<file path="src/rtl/irq_router_pkg.sv">
// Package: shared constants, types and the SCI select decode used by the
// interrupt line router. Assumes the fixed byte-wide register map below.
package irq_router_pkg;

    localparam int          ROUTE_W      = 8;
    localparam int          FIELD_W      = 5;
    localparam int          BLOCK_BIT    = 7;
    localparam logic [7:0]  ROUTE_RESET  = 8'h80;
    localparam logic [7:0]  CTRL_RESET   = 8'h00;
    localparam logic [3:0]  GRP_LO_BASE  = 4'h0;
    localparam logic [3:0]  GRP_HI_BASE  = 4'h8;
    localparam logic [3:0]  CTRL_ADDR    = 4'h4;
    localparam int          GRP_SIZE     = 4;

    // Selected SCI line: valid flag plus global line number.
    typedef struct packed {
        logic               valid;
        logic [FIELD_W-1:0] line;
    } sci_line_t;

    // Map the three select bits onto a global line, or onto no line.
    function automatic sci_line_t sci_decode(input logic [2:0] sel);
        sci_line_t r;
        r.valid = 1'b1;
        case (sel)
            3'd0:    r.line = 5'd9;
            3'd1:    r.line = 5'd10;
            3'd2:    r.line = 5'd11;
            3'd3:    r.line = 5'd20;
            3'd4:    r.line = 5'd21;
            default: begin
                r.valid = 1'b0;
                r.line  = 5'd0;
            end
        endcase
        return r;
    endfunction

endpackage

</file>
<file path="src/rtl/irq_route_regs.sv">
// Route and control byte storage. Decodes the byte address, holds one route
// byte per request input and the control byte, and pulses a notification
// after any route write. Assumes NUM_PIRQ fits two groups of GRP_SIZE.
module irq_route_regs
    import irq_router_pkg::*;
#(
    parameter int NUM_PIRQ = 8,
    parameter int ADDR_W   = 4
) (
    input  logic                              clk,
    input  logic                              rst_n,
    input  logic                              wr_en,
    input  logic [ADDR_W-1:0]                 wr_addr,
    input  logic [ROUTE_W-1:0]                wr_data,
    output logic [NUM_PIRQ-1:0][ROUTE_W-1:0]  route_q,
    output logic [ROUTE_W-1:0]                ctrl_q,
    output logic                              ctrl_wr,
    output logic                              route_chg_o
);

    logic [NUM_PIRQ-1:0] hit;

    // Per-input address match: low group first, then the high group.
    for (genvar n = 0; n < NUM_PIRQ; n++) begin : g_hit
        localparam logic [ADDR_W-1:0] MY_ADDR = (n < GRP_SIZE)
            ? ADDR_W'(GRP_LO_BASE) + ADDR_W'(n)
            : ADDR_W'(GRP_HI_BASE) + ADDR_W'(n - GRP_SIZE);
        assign hit[n] = wr_en && (wr_addr == MY_ADDR);

        // Route byte storage for input n.
        always_ff @(posedge clk) begin
            if (!rst_n)      route_q[n] <= ROUTE_RESET;
            else if (hit[n]) route_q[n] <= wr_data;
        end
    end

    assign ctrl_wr = wr_en && (wr_addr == ADDR_W'(CTRL_ADDR));

    // Control byte storage.
    always_ff @(posedge clk) begin
        if (!rst_n)       ctrl_q <= CTRL_RESET;
        else if (ctrl_wr) ctrl_q <= wr_data;
    end

    // Routing-changed pulse, one cycle after a route write.
    always_ff @(posedge clk) begin
        if (!rst_n) route_chg_o <= 1'b0;
        else        route_chg_o <= |hit;
    end

    // the pulse only follows a write strobe.
    p_chg_after_write_r9: assert property (@(posedge clk) disable iff (!rst_n)
        route_chg_o |-> $past(wr_en));

    // without a write nothing stored moves.
    p_hold_no_write_r2: assert property (@(posedge clk) disable iff (!rst_n)
        !wr_en |=> ($stable(route_q) && $stable(ctrl_q)));

endmodule

</file>
<file path="src/rtl/irq_sci_select.sv">
// SCI line selection. Decodes the control byte and inserts a one-cycle break
// when the line moves while the SCI is high, so that the old line falls
// before the new one rises. Assumes ctrl_q is updated on the ctrl_wr edge.
module irq_sci_select
    import irq_router_pkg::*;
(
    input  logic               clk,
    input  logic               rst_n,
    input  logic               ctrl_wr,
    input  logic [ROUTE_W-1:0] wr_data,
    input  logic [ROUTE_W-1:0] ctrl_q,
    input  logic               sci_in,
    output sci_line_t          sci_eff
);

    sci_line_t cur_line;
    sci_line_t new_line;
    logic      moving;
    logic      break_q;

    assign cur_line = sci_decode(ctrl_q[2:0]);
    assign new_line = sci_decode(wr_data[2:0]);
    assign moving   = ctrl_wr && sci_in && (new_line != cur_line);

    // Break flag: high for the cycle that follows a live reselection.
    always_ff @(posedge clk) begin
        if (!rst_n) break_q <= 1'b0;
        else        break_q <= moving;
    end

    // Effective line: suppressed during the break.
    always_comb begin
        sci_eff = cur_line;
        if (break_q) sci_eff.valid = 1'b0;
    end

    // a live reselection leaves the SCI on no line for one cycle.
    p_break_on_move_r7: assert property (@(posedge clk) disable iff (!rst_n)
        (ctrl_wr && sci_in && (sci_decode(wr_data[2:0]) != sci_decode(ctrl_q[2:0])))
        |=> !sci_eff.valid);

    // without a control write the effective line does not change.
    p_line_stable_r5: assert property (@(posedge clk) disable iff (!rst_n)
        (!ctrl_wr && !$past(ctrl_wr)) |-> $stable(sci_eff.line));

endmodule

</file>
<file path="src/rtl/irq_gsi_combine.sv">
// Output OR network. Builds every global line from the routed request inputs,
// the dedicated per-input lines and the SCI, then registers the result.
// Assumes NUM_GSI = NUM_LEGACY + NUM_PIRQ and fits in FIELD_W bits.
module irq_gsi_combine
    import irq_router_pkg::*;
#(
    parameter int NUM_PIRQ   = 8,
    parameter int NUM_LEGACY = 16,
    parameter int NUM_GSI    = NUM_LEGACY + NUM_PIRQ
) (
    input  logic                              clk,
    input  logic                              rst_n,
    input  logic [NUM_PIRQ-1:0]               pirq_in,
    input  logic                              sci_in,
    input  logic [NUM_PIRQ-1:0][ROUTE_W-1:0]  route_q,
    input  sci_line_t                         sci_eff,
    output logic [NUM_GSI-1:0]                gsi_q
);

    logic [NUM_GSI-1:0] gsi_d;
    logic [NUM_GSI-1:0] sci_hot;

    // SCI contribution, one line at most.
    for (genvar g = 0; g < NUM_GSI; g++) begin : g_sci
        assign sci_hot[g] = sci_in && sci_eff.valid && (sci_eff.line == FIELD_W'(g));
    end

    // Legacy lines: OR of every unblocked input whose field names the line.
    for (genvar k = 0; k < NUM_LEGACY; k++) begin : g_legacy
        logic [NUM_PIRQ-1:0] src;
        for (genvar n = 0; n < NUM_PIRQ; n++) begin : g_src
            assign src[n] = pirq_in[n] && !route_q[n][BLOCK_BIT]
                         && (route_q[n][FIELD_W-1:0] == FIELD_W'(k));
        end
        assign gsi_d[k] = (|src) || sci_hot[k];
    end

    // Dedicated lines: one per input, unshared.
    for (genvar n = 0; n < NUM_PIRQ; n++) begin : g_dedicated
        assign gsi_d[NUM_LEGACY+n] = pirq_in[n] || sci_hot[NUM_LEGACY+n];
    end

    // Output register.
    always_ff @(posedge clk) begin
        if (!rst_n) gsi_q <= '0;
        else        gsi_q <= gsi_d;
    end

    // each input reaches its own line one cycle later.
    for (genvar n = 0; n < NUM_PIRQ; n++) begin : g_chk
        p_dedicated_follows_r4: assert property (@(posedge clk) disable iff (!rst_n)
            pirq_in[n] |=> gsi_q[NUM_LEGACY+n]);
    end

    // with no source active and no SCI line, every output is low.
    p_quiet_r6: assert property (@(posedge clk) disable iff (!rst_n)
        (pirq_in == '0 && !sci_eff.valid) |=> (gsi_q == '0));

endmodule

</file>
<file path="src/rtl/irq_route_status.sv">
// Effective route report. Turns each route byte into an enabled flag and a
// global line number for status reads. Purely combinational.
module irq_route_status
    import irq_router_pkg::*;
#(
    parameter int NUM_PIRQ   = 8,
    parameter int NUM_LEGACY = 16
) (
    input  logic [NUM_PIRQ-1:0][ROUTE_W-1:0]  route_q,
    output logic [NUM_PIRQ-1:0]               route_en_o,
    output logic [NUM_PIRQ-1:0][FIELD_W-1:0]  route_irq_o
);

    for (genvar n = 0; n < NUM_PIRQ; n++) begin : g_stat
        logic [FIELD_W-1:0] fld;
        assign fld = route_q[n][FIELD_W-1:0];

        // Three-way route classification for input n.
        always_comb begin
            if (route_q[n][BLOCK_BIT]) begin
                route_en_o[n]  = 1'b1;
                route_irq_o[n] = FIELD_W'(NUM_LEGACY + n);
            end else if (fld < FIELD_W'(NUM_LEGACY)) begin
                route_en_o[n]  = 1'b1;
                route_irq_o[n] = fld;
            end else begin
                route_en_o[n]  = 1'b0;
                route_irq_o[n] = '0;
            end
        end

        // an enabled route is a legacy line or the input's own line.
        always_comb begin
            p_status_legal_r8: assert (!route_en_o[n]
                || route_irq_o[n] < FIELD_W'(NUM_LEGACY)
                || route_irq_o[n] == FIELD_W'(NUM_LEGACY + n));
        end
    end

endmodule

</file>
<file path="src/rtl/irq_line_router.sv">
// Top level of the shared interrupt line router. Connects register storage,
// SCI selection, the output OR network and the route status report.
// Assumes eight request inputs laid out as two groups of four route bytes.
module irq_line_router
    import irq_router_pkg::*;
#(
    parameter int NUM_PIRQ   = 8,
    parameter int NUM_LEGACY = 16,
    parameter int ADDR_W     = 4,
    localparam int NUM_GSI   = NUM_LEGACY + NUM_PIRQ
) (
    input  logic                         clk,
    input  logic                         rst_n,
    input  logic                         wr_en,
    input  logic [ADDR_W-1:0]            wr_addr,
    input  logic [ROUTE_W-1:0]           wr_data,
    input  logic [NUM_PIRQ-1:0]          pirq_in,
    input  logic                         sci_in,
    output logic [NUM_GSI-1:0]           gsi_o,
    output logic                         route_chg_o,
    output logic [NUM_PIRQ-1:0]          route_en_o,
    output logic [NUM_PIRQ*FIELD_W-1:0]  route_irq_o
);

    logic [NUM_PIRQ-1:0][ROUTE_W-1:0] route_q;
    logic [ROUTE_W-1:0]               ctrl_q;
    logic                             ctrl_wr;
    sci_line_t                        sci_eff;
    logic [NUM_PIRQ-1:0][FIELD_W-1:0] stat_irq;

    irq_route_regs #(.NUM_PIRQ(NUM_PIRQ), .ADDR_W(ADDR_W)) u_regs (
        .clk(clk), .rst_n(rst_n), .wr_en(wr_en), .wr_addr(wr_addr),
        .wr_data(wr_data), .route_q(route_q), .ctrl_q(ctrl_q),
        .ctrl_wr(ctrl_wr), .route_chg_o(route_chg_o)
    );

    irq_sci_select u_sci (
        .clk(clk), .rst_n(rst_n), .ctrl_wr(ctrl_wr), .wr_data(wr_data),
        .ctrl_q(ctrl_q), .sci_in(sci_in), .sci_eff(sci_eff)
    );

    irq_gsi_combine #(.NUM_PIRQ(NUM_PIRQ), .NUM_LEGACY(NUM_LEGACY), .NUM_GSI(NUM_GSI)) u_comb (
        .clk(clk), .rst_n(rst_n), .pirq_in(pirq_in), .sci_in(sci_in),
        .route_q(route_q), .sci_eff(sci_eff), .gsi_q(gsi_o)
    );

    irq_route_status #(.NUM_PIRQ(NUM_PIRQ), .NUM_LEGACY(NUM_LEGACY)) u_stat (
        .route_q(route_q), .route_en_o(route_en_o), .route_irq_o(stat_irq)
    );

    assign route_irq_o = stat_irq;

endmodule

</file>
<file path="config.mk">
export PLATFORM = sky130hd
export DESIGN_NAME = irq_line_router
export DESIGN_NICKNAME = d
export VERILOG_FILES = /design/src/rtl/irq_router_pkg.sv /design/src/rtl/irq_route_regs.sv /design/src/rtl/irq_sci_select.sv /design/src/rtl/irq_gsi_combine.sv /design/src/rtl/irq_route_status.sv /design/src/rtl/irq_line_router.sv
export SDC_FILE = /design/constraint.sdc
export NUM_CORES = 1
export LEC_CHECK = 0
export BUFFER_PORTS_ARGS = -buffer_cell sky130_fd_sc_hd__buf_2
export CAP_MARGIN = 30
export CORE_MARGIN = 10
export CORE_UTILIZATION = 59
export CTS_BUF_LIST = sky130_fd_sc_hd__clkbuf_4 sky130_fd_sc_hd__clkbuf_8
export CTS_CLUSTER_SIZE = 10
export DETAILED_ROUTE_END_ITERATION = 12
export PLACE_DENSITY = 0.83
export SYNTH_ARGS = -nofsm -noshare
export SYNTH_HDL_FRONTEND = slang
export SYNTH_HIERARCHICAL = 1
export SYNTH_SLANG_ARGS = --single-unit
</file>
<file path="constraint.sdc">
create_clock -name clk -period 2.7 [get_ports clk]
set_input_delay 0.54 -clock clk [delete_from_list [all_inputs] [get_ports clk]]
set_output_delay 0.54 -clock clk [all_outputs]
set_load 0.02 [all_outputs]
</file>
==> impl_metrics.py <==
metrics = {
    "synth": {
        "synth_area_um2": 4810,
        "syn_inst": 578,
        "syn-num-nets": 602,
        "syn_area_per_cell_um2": 8.32,
        "yosysWarnings": 6,
    },
    "hold_path": {
        "hold_start": "pirq_in[1]",
        "holdCritPathClass": "in -> reg",
        "hold_depth": 2,
        "min_to": "u_comb/gsi_q[17]",
    },
    "clock_tree": {
        "cts_sinks": 77,
        "h-tree-depth": 3,
        "post-cts-setup-buffer-count": 0,
        "cts_hold_buf": 0,
        "cts_buffers": 9,
        "clkTransAtPathRegs_ns": 0.08,
        "clk-insertion-delay-late_ns": 0.35,
        "post_cts_resize_count": 0,
        "cts_tree": "done",
        "cts_max_path_buffers": 2,
        "clock-root-buffer": "clkbuf_8",
    },
    "setup_path": {
        "r2r_slack_ns": 0.49,
        "end_kind": "flip-flop",
        "reg2reg_to": "u_comb/gsi_q[6]",
        "r2r-start": "u_regs/ctrl_q[0]",
        "critPathLaunch": "u_regs/ctrl_q[0]",
        "critPathArrivalTime_ns": 2.43,
        "worstSetupStartpointType": "flip-flop",
        "crit_type": "reg -> reg",
        "cp_slowest_cell": "dfxtp_1",
        "crit_chain": "nand2_1, o21ai_1, nand4b_1, nor2_1, a211o_1, o41a_1",
        "path_max_fanout": 10,
        "rr_worst_depth": 6,
        "cp.required_ns": 2.92,
        "crit_path_max_incr_delay_ns": 0.51,
    },
    "sta": {
        "rsz0062_at_grt": "no",
        "drv_slew": 0,
        "tns_ns": 0,
        "fin_skew_ns": 0.0115,
        "timing.fmax_ghz": 0.452,
        "tightestPinTransition_ns": 0.696,
        "maxSlewHeadroom_pct": 53.0,
        "period_share_pct": 81.9,
        "finalHoldViolCount": 0,
        "setup_viol_count_final": 0,
        "fin_crit_ns": 2.21,
    },
    "route": {
        "drt-met1-wl_mm": 7.07,
        "first_iter_violations": 463,
        "antenna_left": 0,
        "dr.pass1.iters": 6,
        "wirelength_mm": 17.2,
        "viasPerCell": 6.52,
        "avgRoutedWirePerCell_um": 22.8,
        "vias": 4918,
        "drc": 0,
        "dr_wl_met2_mm": 7.61,
        "wl_met3_mm": 1.73,
        "top_layer": "met4",
    },
    "global_route": {
        "grt_pass1_vias": 4687,
        "grt_pass1_wl_mm": 25.9,
        "track_usage_pct": 27.8,
        "overflow": 0,
        "grt_max_degree": 30,
        "antenna_found_initial": 0,
    },
    "layout": {
        "fill_cells": 655,
        "layout-drive-gt1-share_pct": 21.8,
        "diodes": 0,
        "nNetsFinal": 673,
        "fin_cells": 754,
        "syn_to_final_growth_pct": 13.7,
    },
    "power": {
        "p_leak_nw": 2.13,
        "seq_power_share_pct": 47.6,
        "p_total_w": 0.00247,
        "power_density_nw_per_um2": 452,
        "power_frac_comb_pct": 7.5,
        "swShare_pct": 22.6,
        "vdd_drop_max_mv": 0.341,
        "p_clk_share_pct": 44.9,
        "power.switching_w": 0.000559,
        "power.internal_w": 0.00191,
    },
    "status": {
        "status": "finished, final reports clean",
    },
    "job": {
        "max_cap_viol_count": 0,
    },
    "floorplan": {
        "io_pins": 97,
        "start_util_pct": 61.6,
        "num_rows": 32,
        "coreArea_um2": 7810,
        "dieHeight_um": 110,
        "die_w_um": 110,
        "die_area_um2": 12200,
    },
    "placed_design": {
        "place_hpwl_mm": 13.2,
        "numPortBuffers": 94,
        "post-place-cells": 740,
        "gp_congestion": 1.09,
    },
}
how the worst max path moves through the flow:
| stage | cells after the start | slack [ns] | to |
|---|---|---|---|
| 2_1_floorplan | 9 | 0.81 | u_comb/gsi_q[6] |
| 3_3_place_gp | 6 | 0.62 | u_comb/gsi_q[0] |
| 3_5_place_dp | 6 | 0.54 | u_comb/gsi_q[6] |
| 4_1_cts | 6 | 0.53 | u_comb/gsi_q[6] |
| 5_1_grt | 6 | 0.34 | u_comb/gsi_q[6] |
| 6_report | 6 | 0.49 | u_comb/gsi_q[6] |
worst max-delay path, delay by kind of cell (launching register included):
kind / cells / cell delay [ns]
flip-flops: 1 / 0.51
AND/OR/NAND/NOR: 3 / 0.46
AO/OA/AOI/OAI: 3 / 1.12
layout make-up:
| class | instances | area, um2 | share of cell area, % |
|---|---|---|---|
| inverter | 12 | 45.0 | 0.824 |
| clock inverter | 5 | 125 | 2.29 |
| multi-input combinational | 447 | 2980 | 54.4 |
| tap | 102 | 128 | 2.33 |
| timing repair buffer | 102 | 531 | 9.70 |
| sequential | 77 | 1540 | 28.2 |
| clock buffer | 9 | 124 | 2.26 |
sequential cells by signal, indices dropped and copies added, names as in the netlist:
signal / flops
u_regs/route_q: 48
u_regs/ctrl_q: 3
u_regs/route_chg_o: 1
u_comb/gsi_q: 24
u_sci/break_q: 1
power by group through the flow:
stage	combinational, W	clock, W	sequential (W)
final	0.000186	0.00111	0.00118
after global routing	0.000196	0.00116	0.00118
after CTS	0.000182	0.00112	0.00118
after detailed placement	0.000181	0	0.00120
after global placement	0.000176	0	0.00120
after floorplan	0.000106	0	0.00120
metrics by stage:
step	instance area (um2)	utilization (%)	hold WS [ns]	setup slack, ns
3_5_place_dp	5220	66.9	0.489	0.545
3_3_place_gp	5220	66.9	0.474	0.618
6_report	5470	70.0	0.478	0.490
2_1_floorplan	4810	-	0.442	0.807
5_1_grt	5470	70.0	0.483	0.344
4_1_cts	5470	70.0	0.468	0.527
metal layers:
| metal | GRT usage (%) | up-vias |
|---|---|---|
| met3 | 6.50 | 63 |
| met4 | 14.2 | 0 |
| met5 | 0 | - |
| li1 | - | 2241 |
| met1 | 35.1 | 2296 |
| met2 | 43.3 | 318 |
cells in the final DEF (no fill, tap or decap), types with 4 or more instances in the layout:
cell	count
a2111oi_0	4
a21o_1	12
a21oi_1	11
a31oi_1	8
and2_1	16
and3b_1	4
buf_2	94
buf_4	8
bufinv_16	4
clkbuf_8	9
dfxtp_1	77
inv_1	7
inv_2	4
mux2i_1	49
nand2_1	72
nand2_2	4
nand2b_1	27
nand3_1	19
nand3b_1	9
nand4_1	5
nand4b_1	5
nand4bb_1	4
nor2_1	30
nor2b_1	18
nor3_1	24
nor3b_1	8
nor4_1	8
nor4b_1	5
nor4bb_1	4
o2111ai_1	5
o21a_1	4
o21ai_0	5
o22ai_1	15
o41a_1	8
or2_2	5
or3_1	8
or4b_1	7
Note: power is estimated with default switching activity, not from simulation.
